`src/rtl/pirq_router.sv`:
```
module pirq_router #(
  parameter int NDEV = 32,
  parameter int DEVW = 6,
  parameter int ADRW = 6
) (
  input  logic            clk,
  input  logic            rst_n,
  input  logic            msg_valid,
  input  logic            msg_legacy,
  input  logic            msg_assert,
  input  logic [DEVW-1:0] msg_dev,
  input  logic [1:0]      msg_pin,
  input  logic [3:0]      msg_irq,
  input  logic [3:0]      serirq_int,
  input  logic            cfg_we,
  input  logic [ADRW-1:0] cfg_addr,
  input  logic [11:0]     cfg_wdata,
  output logic [7:0]      pirq,
  output logic [15:0]     pic_irq,
  output logic [7:0]      apic_irq,
  output logic            msg_err
);
  localparam int DI = $clog2(NDEV);
  localparam logic [11:0] ROUTE_RST = 12'h688;
  localparam logic [7:0]  STEER_RST = 8'h80;

  logic [NDEV-1:0][3:0]  lvl;
  logic [NDEV-1:0][11:0] route;
  logic [7:0][7:0]       steer;
  logic [3:0]            leg;
  logic                  err_q;

  logic       leg_ok;
  logic [1:0] leg_slot;
  always_comb begin
    leg_ok = 1'b1;
    case (msg_irq)
      4'd3:    leg_slot = 2'd0;
      4'd4:    leg_slot = 2'd1;
      4'd14:   leg_slot = 2'd2;
      4'd15:   leg_slot = 2'd3;
      default: begin leg_slot = 2'd0; leg_ok = 1'b0; end
    endcase
  end

  wire dev_ok  = msg_dev < DEVW'(NDEV);
  wire pci_hit = msg_valid & ~msg_legacy & dev_ok;
  wire leg_hit = msg_valid & msg_legacy & leg_ok;
  wire bad_msg = msg_valid & (msg_legacy ? ~leg_ok : ~dev_ok);
  wire rte_wr  = cfg_we & (cfg_addr < ADRW'(NDEV));
  wire str_wr  = cfg_we & ~rte_wr & (cfg_addr < ADRW'(NDEV + 8));
  wire [ADRW-1:0] str_off = cfg_addr - ADRW'(NDEV);

  always_ff @(posedge clk or negedge rst_n) begin
    if (!rst_n) begin
      lvl   <= '0;
      route <= {NDEV{ROUTE_RST}};
      steer <= {8{STEER_RST}};
      leg   <= '0;
      err_q <= 1'b0;
    end else begin
      err_q <= bad_msg;
      if (pci_hit) lvl[msg_dev[DI-1:0]][msg_pin] <= msg_assert;
      if (leg_hit) leg[leg_slot] <= msg_assert;
      if (rte_wr) route[cfg_addr[DI-1:0]] <= cfg_wdata;
      if (str_wr) steer[str_off[2:0]] <= cfg_wdata[7:0];
    end
  end

  logic [7:0]  pirq_c;
  logic [15:0] pic_c;
  logic [7:0]  apic_c;
  always_comb begin
    pirq_c = {4'b0, serirq_int};
    for (int d = 0; d < NDEV; d++)
      for (int k = 0; k < 4; k++)
        if (lvl[d][k]) pirq_c[route[d][3*k +: 3]] = 1'b1;
  end

  always_comb begin
    pic_c = '0;
    pic_c[3]  = leg[0];
    pic_c[4]  = leg[1];
    pic_c[14] = leg[2];
    pic_c[15] = leg[3];
    for (int p = 0; p < 8; p++) begin
      apic_c[p] = pirq_c[p] & steer[p][7];
      if (pirq_c[p] && !steer[p][7]) pic_c[steer[p][3:0]] = 1'b1;
    end
  end

  assign pirq     = pirq_c;
  assign pic_irq  = pic_c;
  assign apic_irq = apic_c;
  assign msg_err  = err_q;

  assert_err_needs_msg_R6: assert property (@(posedge clk) disable iff (!rst_n)
    msg_err |-> $past(msg_valid));
  assert_err_one_cycle_R6: assert property (@(posedge clk) disable iff (!rst_n)
    !msg_valid |=> !msg_err);
  assert_legacy_sets_R4: assert property (@(posedge clk) disable iff (!rst_n)
    (msg_valid && msg_legacy && msg_assert && msg_irq == 4'd3) |=> pic_irq[3]);
  assert_apic_subset_R5: assert property (@(posedge clk) disable iff (!rst_n)
    (apic_irq & ~pirq) == 8'h00);
  assert_serial_reaches_R3: assert property (@(posedge clk) disable iff (!rst_n)
    (serirq_int & ~pirq[3:0]) == 4'h0);
  assert_pci_assert_sets_R1: assert property (@(posedge clk) disable iff (!rst_n)
    (msg_valid && !msg_legacy && msg_assert && msg_dev == '0 && msg_pin == 2'd0
     && !cfg_we) |=> pirq[route[0][2:0]]);
endmodule

```
`config.mk`:
```
export PLATFORM = sky130hd
export DESIGN_NAME = pirq_router
export DESIGN_NICKNAME = d
export VERILOG_FILES = /design/src/rtl/pirq_router.sv
export SDC_FILE = /design/constraint.sdc
export NUM_CORES = 2
export LEC_CHECK = 0
export ABC_AREA = 1
export ABC_CLOCK_PERIOD_IN_PS = 2800
export BUFFER_PORTS_ARGS = -buffer_cell sky130_fd_sc_hd__buf_2
export CORE_MARGIN = 4
export CORE_UTILIZATION = 33
export DETAILED_ROUTE_END_ITERATION = 8
export HOLD_SLACK_MARGIN = 0.02
export PLACE_DENSITY_LB_ADDON = 0.3
export SETUP_SLACK_MARGIN = 0.4
export SYNTH_ARGS = -nofsm -noshare
export SYNTH_HDL_FRONTEND = slang
export SYNTH_SLANG_ARGS = --single-unit
```
`constraint.sdc`:
```
create_clock -name clk -period 2.8 [get_ports clk]
set_clock_uncertainty 0.2 [all_clocks]
set_input_delay 0.14 -clock clk [delete_from_list [all_inputs] [get_ports clk]]
set_output_delay 0.14 -clock clk [all_outputs]
set_load 0.01 [all_outputs]
```
After elaboration in Yosys (flattened, before gate mapping):

Index checks and enable logic that the tools add are counted.

* add/subtract/negate cells: 1
* $mul: 0
* div/mod/pow operators: 0
* $lt $le $gt $ge: 285
* equal/unequal tests: 4
* shift-type cells: 0
* muxes and demuxes: 425
* bitwise gates (word level): 156
* reductions and logical operators: 158

Operators with widths (number)
* 8-bit two-way mux: 129
* 8-bit bitwise OR: 127
* 3-bit by 4-bit less-than comparator with 1-bit output (second input constant): 129
* 3-bit by 1-bit >= comparator with 1-bit output (second input constant): 129
* 384-bit bitwise mux: 1
* 1-bit demux with 3-bit select: 128
* 1-bit logical AND: 149
* 1-bit two-way mux: 140
* 128-bit bitwise mux: 1
* 16-bit two-way mux: 8
* 16-bit bitwise OR: 8
* 64-bit bitwise mux: 1
* 12-bit demux with 5-bit select: 1
* 4-bit by 5-bit less-than comparator with 1-bit output (second input constant): 8
* 1-bit demux with 4-bit select: 8
* 4-bit by 1-bit >= comparator with 1-bit output (second input constant): 8
* 8-bit demux with 3-bit select: 1
* 4-bit demux with 5-bit select: 1
* 6-bit less-than comparator (second input constant): 3
* 1-bit bitwise AND: 16
* 5-bit by 6-bit less-than comparator with 1-bit output (second input constant): 2
* 12-bit two-way mux: 1
* 5-bit by 1-bit >= comparator with 1-bit output (second input constant): 2
* 4-bit equality test (second input constant): 2
* 13 further kinds: 26

* flip-flop bits (word level): 581
* bits in latches: 0
* memory bits (writable): 0
* bits in read-only memories: 0
* input port bits: 40
* output and inout bits: 33
* word-level logic and storage cells: 1103
* memories kept: 0

Longest topological paths before layout:

* word-level depth: 276
* mapped depth: 16
* depth with buffers taken out: 15

Worst setup path after synthesis:

Ideal clock, no wire load.

* path type: reg-to-output
* start point: register route[207] in the netlist's numbering
* end point: output pic_irq[12]
* arrival: 1.756 ns
* data required time: 2.460 ns
* setup slack: 0.704 ns
* stages on the path, launching flop included: 16
* buffers on the path: 2
* cell sequence: dfstp_2 -> buf_4 -> inv_1 -> nand4_1 -> nand2_1 -> nor2_1 -> nand2_1 -> nor2_1 -> nand2_1 -> nor2_2 -> nand3_4 -> buf_6 -> nand3_1 -> nand3_1 -> nor2_1 -> nand2_1

* elaborated cells between the ends (all ways): 146
* those cells by class: order compare (2); mux (69); bitwise (66); reduce/logical (9)

RTL lines
* start: declaration: line 28 `logic [NDEV-1:0][11:0] route;`
* start signal: assignment: line 57 `route <= {NDEV{ROUTE_RST}};`
* start signal: indexed assignment: line 65 `if (rte_wr) route[cfg_addr[DI-1:0]] <= cfg_wdata;`
* 3-bit by 4-bit less-than comparator with 1-bit output (not written as such) / 3-bit by 1-bit >= comparator with 1-bit output (equally long branches): line 77 `if (lvl[d][k]) pirq_c[route[d][3*k +: 3]] = 1'b1;`
* 1-bit logical AND (not written as such): line 77
* 1-bit two-way mux (not written as such): line 77
* 1-bit demux with 3-bit select (*): line 77
* 8-bit bitwise OR (no line) (*)
* 8-bit two-way mux (*): line 77
* 8-bit bitwise OR (no line)
* 8-bit two-way mux (*): line 77
* [... 111 more ...]
* 8-bit two-way mux (*): line 77
* 8-bit bitwise OR (no line)
* 8-bit two-way mux (*): line 77
* via pirq[6]: line 18 `output logic [7:0] pirq,`
* 1-bit logical AND (*): line 88 `if (pirq_c[p] && !steer[p][7]) pic_c[steer[p][3:0]] = 1'b1;`
* 16-bit two-way mux (*): line 88
* 16-bit bitwise OR (no line)
* 16-bit two-way mux (*): line 88
* end: declaration: line 19 `output logic [15:0] pic_irq,`

Mark *: on every way through the listed nets, which the timed path passes. The rest lies on a longest branch.

Final worst setup path:

* start point: register route[51] in the netlist's numbering
* end point: output pic_irq[14]

* longest elaborated chain between the ends: 242
* elaborated cells between the ends (all ways): 250
* those cells by class: order compare (2); mux (121); bitwise (118); reduce/logical (9)

Ends and longest elaborated chain (line)
* 3-bit by 4-bit less-than comparator with 1-bit output (not written as such) / 3-bit by 1-bit >= comparator with 1-bit output (equally long branches): 77
* 1-bit logical AND (not written as such): 77
* 1-bit two-way mux (not written as such): 77
* 1-bit demux with 3-bit select (*): 77
* 8-bit bitwise OR (no line) (*)
* 8-bit two-way mux (*): 77
* 8-bit bitwise OR (no line)
* 8-bit two-way mux (*): 77
* [... 226 more ...]
* 16-bit bitwise OR (no line)
* 16-bit two-way mux: 88
* 16-bit bitwise OR (no line)
* 16-bit two-way mux: 88
* 16-bit bitwise OR (no line)
* 16-bit two-way mux: 88
* 16-bit bitwise OR (no line)
* 16-bit two-way mux (*): 88

Every way passes the cells marked *; elsewhere a longest branch is shown, timed or not.

==> results.md <==
STA:
- Across all setup checks in the final design, the least slack found is -0.730 ns.
- Setup violations remaining at the end of the flow were counted as 33.
- The final cycle utilization of the critical path is 126%.
- Timing would allow up to approximately 0.28 GHz.
- At the pin with the least slew margin, the transition time is slightly above 1 ns.
- The headroom to the max-slew limit is roughly a third.
- Adding up every negative setup slack in the final design gives -16.34 ns.
- The final hold violation count is 0.
- The final number of max-transition violations is 0.
- Setup repair after global routing could not meet its margin everywhere.
- For the finished layout, the period the worst path requires is ~3.5 ns.

Synthesis:
- Synthesis inferred 557 register bits.
- Synthesis produced a netlist whose cell count is ~5300.
- The number of nets in the synthesized netlist is roughly 5400.
- The dominant synthesized flop cell is dfrtp_1.
- Counting flops with a built-in enable in the synthesized netlist gives 0.
- The total of warnings raised by yosys is 0.
- The average instance in the mapped netlist occupies around 6.6 sq um.
- In the synthesized netlist the async set-or-reset flop fraction comes to 100%.
- In this run the cell area of the synthesized design comes to roughly 35000 sq um.
- The sequential area share after synthesis is between 40% and 50%.
- The number of distinct library cells after synthesis is 33.

Cells and area:
- The final net count is slightly above 6000.
- The library cell used most frequently in the layout, excluding fill and tap cells, is nand2_1.
- The summed area of non-filler cells in the final layout is roughly 48000 sq um.
- The finished layout holds 7560 standard cells, fillers aside.
- The post-route netlist has between 20% and 30% of its cells at a drive strength greater than 1.
- The library cells used most frequently in the layout, excluding fill and tap cells, are nand2_1, buf_4, nor2_1, nand4_1, inv_1.
- The growth of design area from synthesis to finish is 36.2%.

Critical path:
- The worst setup path is captured at an output port.
- The critical-path cell with the highest stage delay is dfstp_2.
- In this run the number of cells on the critical path is 15.
- The kind of cell adding the most delay to the critical path is simple AND/OR/NAND/NOR gates.
- The data required time of the critical path is 2.46 ns.
- The maximum fanout along the worst path is 8.
- The critical path goes through inv_2, buf_6, nand4_1, nand4_1, buf_6, nor2_2, nand2_1, nor2_2, buf_6, nand3_4, nand3_1, nand2_1, nor2_1, nand3_1, buf_2.
- The worst reg-to-reg path cell count is 3.
- The most frequent cell on the critical path is buf_6.
- The worst reg2reg path endpoint is leg[2]$_DFFE_PN0P_.
- The kind of start point of the critical path is a flop.
- The worst register-to-register path begins at leg[2]$_DFFE_PN0P_.
- The buffer and inverter count on the worst path is 5.
- The delay contributed by the slowest stage of the critical path is between 0.5 and 0.6 ns.
- The critical path data arrival time is ~3.2 ns.
- The critical path is of the flop to output port type.
- The register-to-register setup slack is approximately 1.4 ns.

Placed design:
- The global placer's final weighted congestion is roughly 1.1.
- In this run the tool buffered the top-level ports with around 70 buffer cells.
- The number of placed instances, taps included, is around 7300.
- The HPWL reported at the end of detailed placement is between 150000 and 200000 microns.
- The standard cell area after detailed placement is around 43000 sq um.

Drt:
- The antenna violation net count after detailed routing is 0.
- The number of design-rule violations left by the first detailed-router iteration is approximately 6600.
- The via density per instance is 5.63.
- In the final routed layout, each cell accounts on average for ~27 microns.
- The routed wire length is between 200000 and 250000 microns.
- For this run, design rule violations remaining after detail routing come to 0.
- Across all layers, the routed design uses between 40000 and 50000 vias.
- Before antenna repair, the detailed router went through 9 iterations.

Floorplanning:
- The number of placement rows is about 120.
- The initial standard-cell utilization of the core is around 33%.
- The floorplan step defined a die boundary enclosing between 100000 and 150000 sq um.
- The top-level I/O count is 73.
- The die is between 300 and 400 microns wide.
- The floorplan step defined a core boundary enclosing 106000 sq um.
- In this run the vertical extent of the chip is approximately 330 microns.

Clocking:
- Counting along the longest clock path gives a buffer depth of 3.
- CTS built an H-tree with a depth of 3.
- TritonCTS built the clock tree.
- The clock insertion delay at the later pin of the skew report is 0.65 ns.
- The clock transition at the register clock pins on the worst setup and hold paths after CTS is ~0.060 ns.
- In this run, CTS created clock tree buffers numbering about 70.
- CTS placed an instance of clkbuf_16 at the clock tree root.
- The clock drives between 500 and 600 sinks.

Global route:
- Global routing used 35.0% of the available tracks across all layers.
- The global-route wire length before repair is about 280000 microns.
- Global routing finished with a remaining overflow of 0.
- The number of antenna violations at the first check in global routing is 17.
- The number of global-route vias before repair is ~38000.
- Entering global routing, the biggest net connects 87 pins.

Power and ir drop:
- VDD sags by at most 0.359 mV.
- The analysis attributes to cell leakage a power of ~24 nW.
- The total design power is 27.7 mW.
- The total power divided by cell area is just under 600 nW/um^2.

Hold path:
- The path class of the lowest-slack min-delay path is primary input to async pin.

Flow run:
- The number of max-capacitance violations reported is 0.

Run status:
- The flow ran to the end, but the final reports show violations.
- The checks that failed: negative setup slack.
report_power, final:
group | switching (mW) | internal, mW | total, mW | leakage, nW
clock | 3.94 | 6.15 | 10.1 | 1.22
combinational | 4.39 | 2.94 | 7.33 | 15.4
sequential | 1.10 | 9.15 | 10.3 | 7.05
total | 9.43 | 18.2 | 27.7 | 23.7
cells by family after synthesis:
logic type	synth area share, %
AOI/OAI and AO/OA	11.3
buffers and inverters	9.36
DFF	40.1
and+or+nand+nor	39.2
what timing repair did:
action                                  CTS  global route
hold buffers                             36             2
endpoints found under the setup margin   32            36
gates cloned                              8             1
setup buffers                            25            26
pin swaps                                85           116
resized for setup                       261           290
endpoints found under the hold margin   686             1
flip-flops by register name, summed over array words and instances (netlist names):
signal   cells
steer       40
lvl        128
leg          4
route      384
msg_err      1
synthesized netlist by cell type (2+ instances only):
master / number / area (sq um)
nand4_1: 512 / 3200
nand3_4: 4 / 70.1
buf_6: 11 / 124
nand3_1: 255 / 1280
clkbuf_1: 174 / 653
dfstp_2: 136 / 3570
inv_1: 536 / 2010
nand3b_1: 7 / 52.6
nor3_2: 7 / 70.1
nor2_1: 735 / 2760
o21ai_0: 438 / 2190
a31oi_1: 128 / 801
nand2_1: 1581 / 5930
buf_2: 34 / 170
dfrtp_1: 421 / 10500
or2_2: 2 / 12.5
nor3_1: 30 / 150
nand3_2: 4 / 40.0
nor2_4: 4 / 45.0
and2_1: 6 / 37.5
o211ai_1: 3 / 22.5
o21ai_1: 62 / 310
nor2_2: 15 / 93.8
clkinv_1: 6 / 22.5
a21oi_1: 128 / 641
inv_2: 80 / 300
nand2_2: 4 / 25.0
per-layer routing:
metal  up-vias  wire (microns)  GRT usage, %
li1      19200               -             -
met1     20300           81100          47.7
met2      2548           82700          50.8
met3       550           24300          8.97
met4        14           14100          18.7
met5         -             227             0
final cells by class:
type | count | area, sq um
fillers | 10900 | 57700
multi-input cells | 3936 | 19300
flip-flops and latches | 557 | 14100
repair buffers | 925 | 7860
inverters | 622 | 2340
clock buffers | 95 | 2010
well taps | 1391 | 1740
clock inverters | 32 | 487
diodes | 2 | 5.00
worst max-delay path by stage:
stage,from,end
detailed placement,route[279]$_DFFE_PN1P_,pic_irq[10]
finish,route[51]$_DFFE_PN1P_,pic_irq[14]
global route,route[51]$_DFFE_PN1P_,pic_irq[9]
global placement,route[279]$_DFFE_PN1P_,pic_irq[3]
floorplan,route[207]$_DFFE_PN1P_,pic_irq[12]
CTS,route[51]$_DFFE_PN1P_,pic_irq[9]
per-stage QoR:
stage,setup WS (ns),utilization (%),hold slack [ns]
after floorplan,0.704,-,-0.356
after global placement,-0.613,40.3,-0.0725
after detailed placement,-0.568,40.3,-0.0791
after CTS,-0.728,44.3,0.0233
after global routing,-0.792,45.4,0.0551
final,-0.730,45.4,0.0652
(Power assumes the default switching activity.)
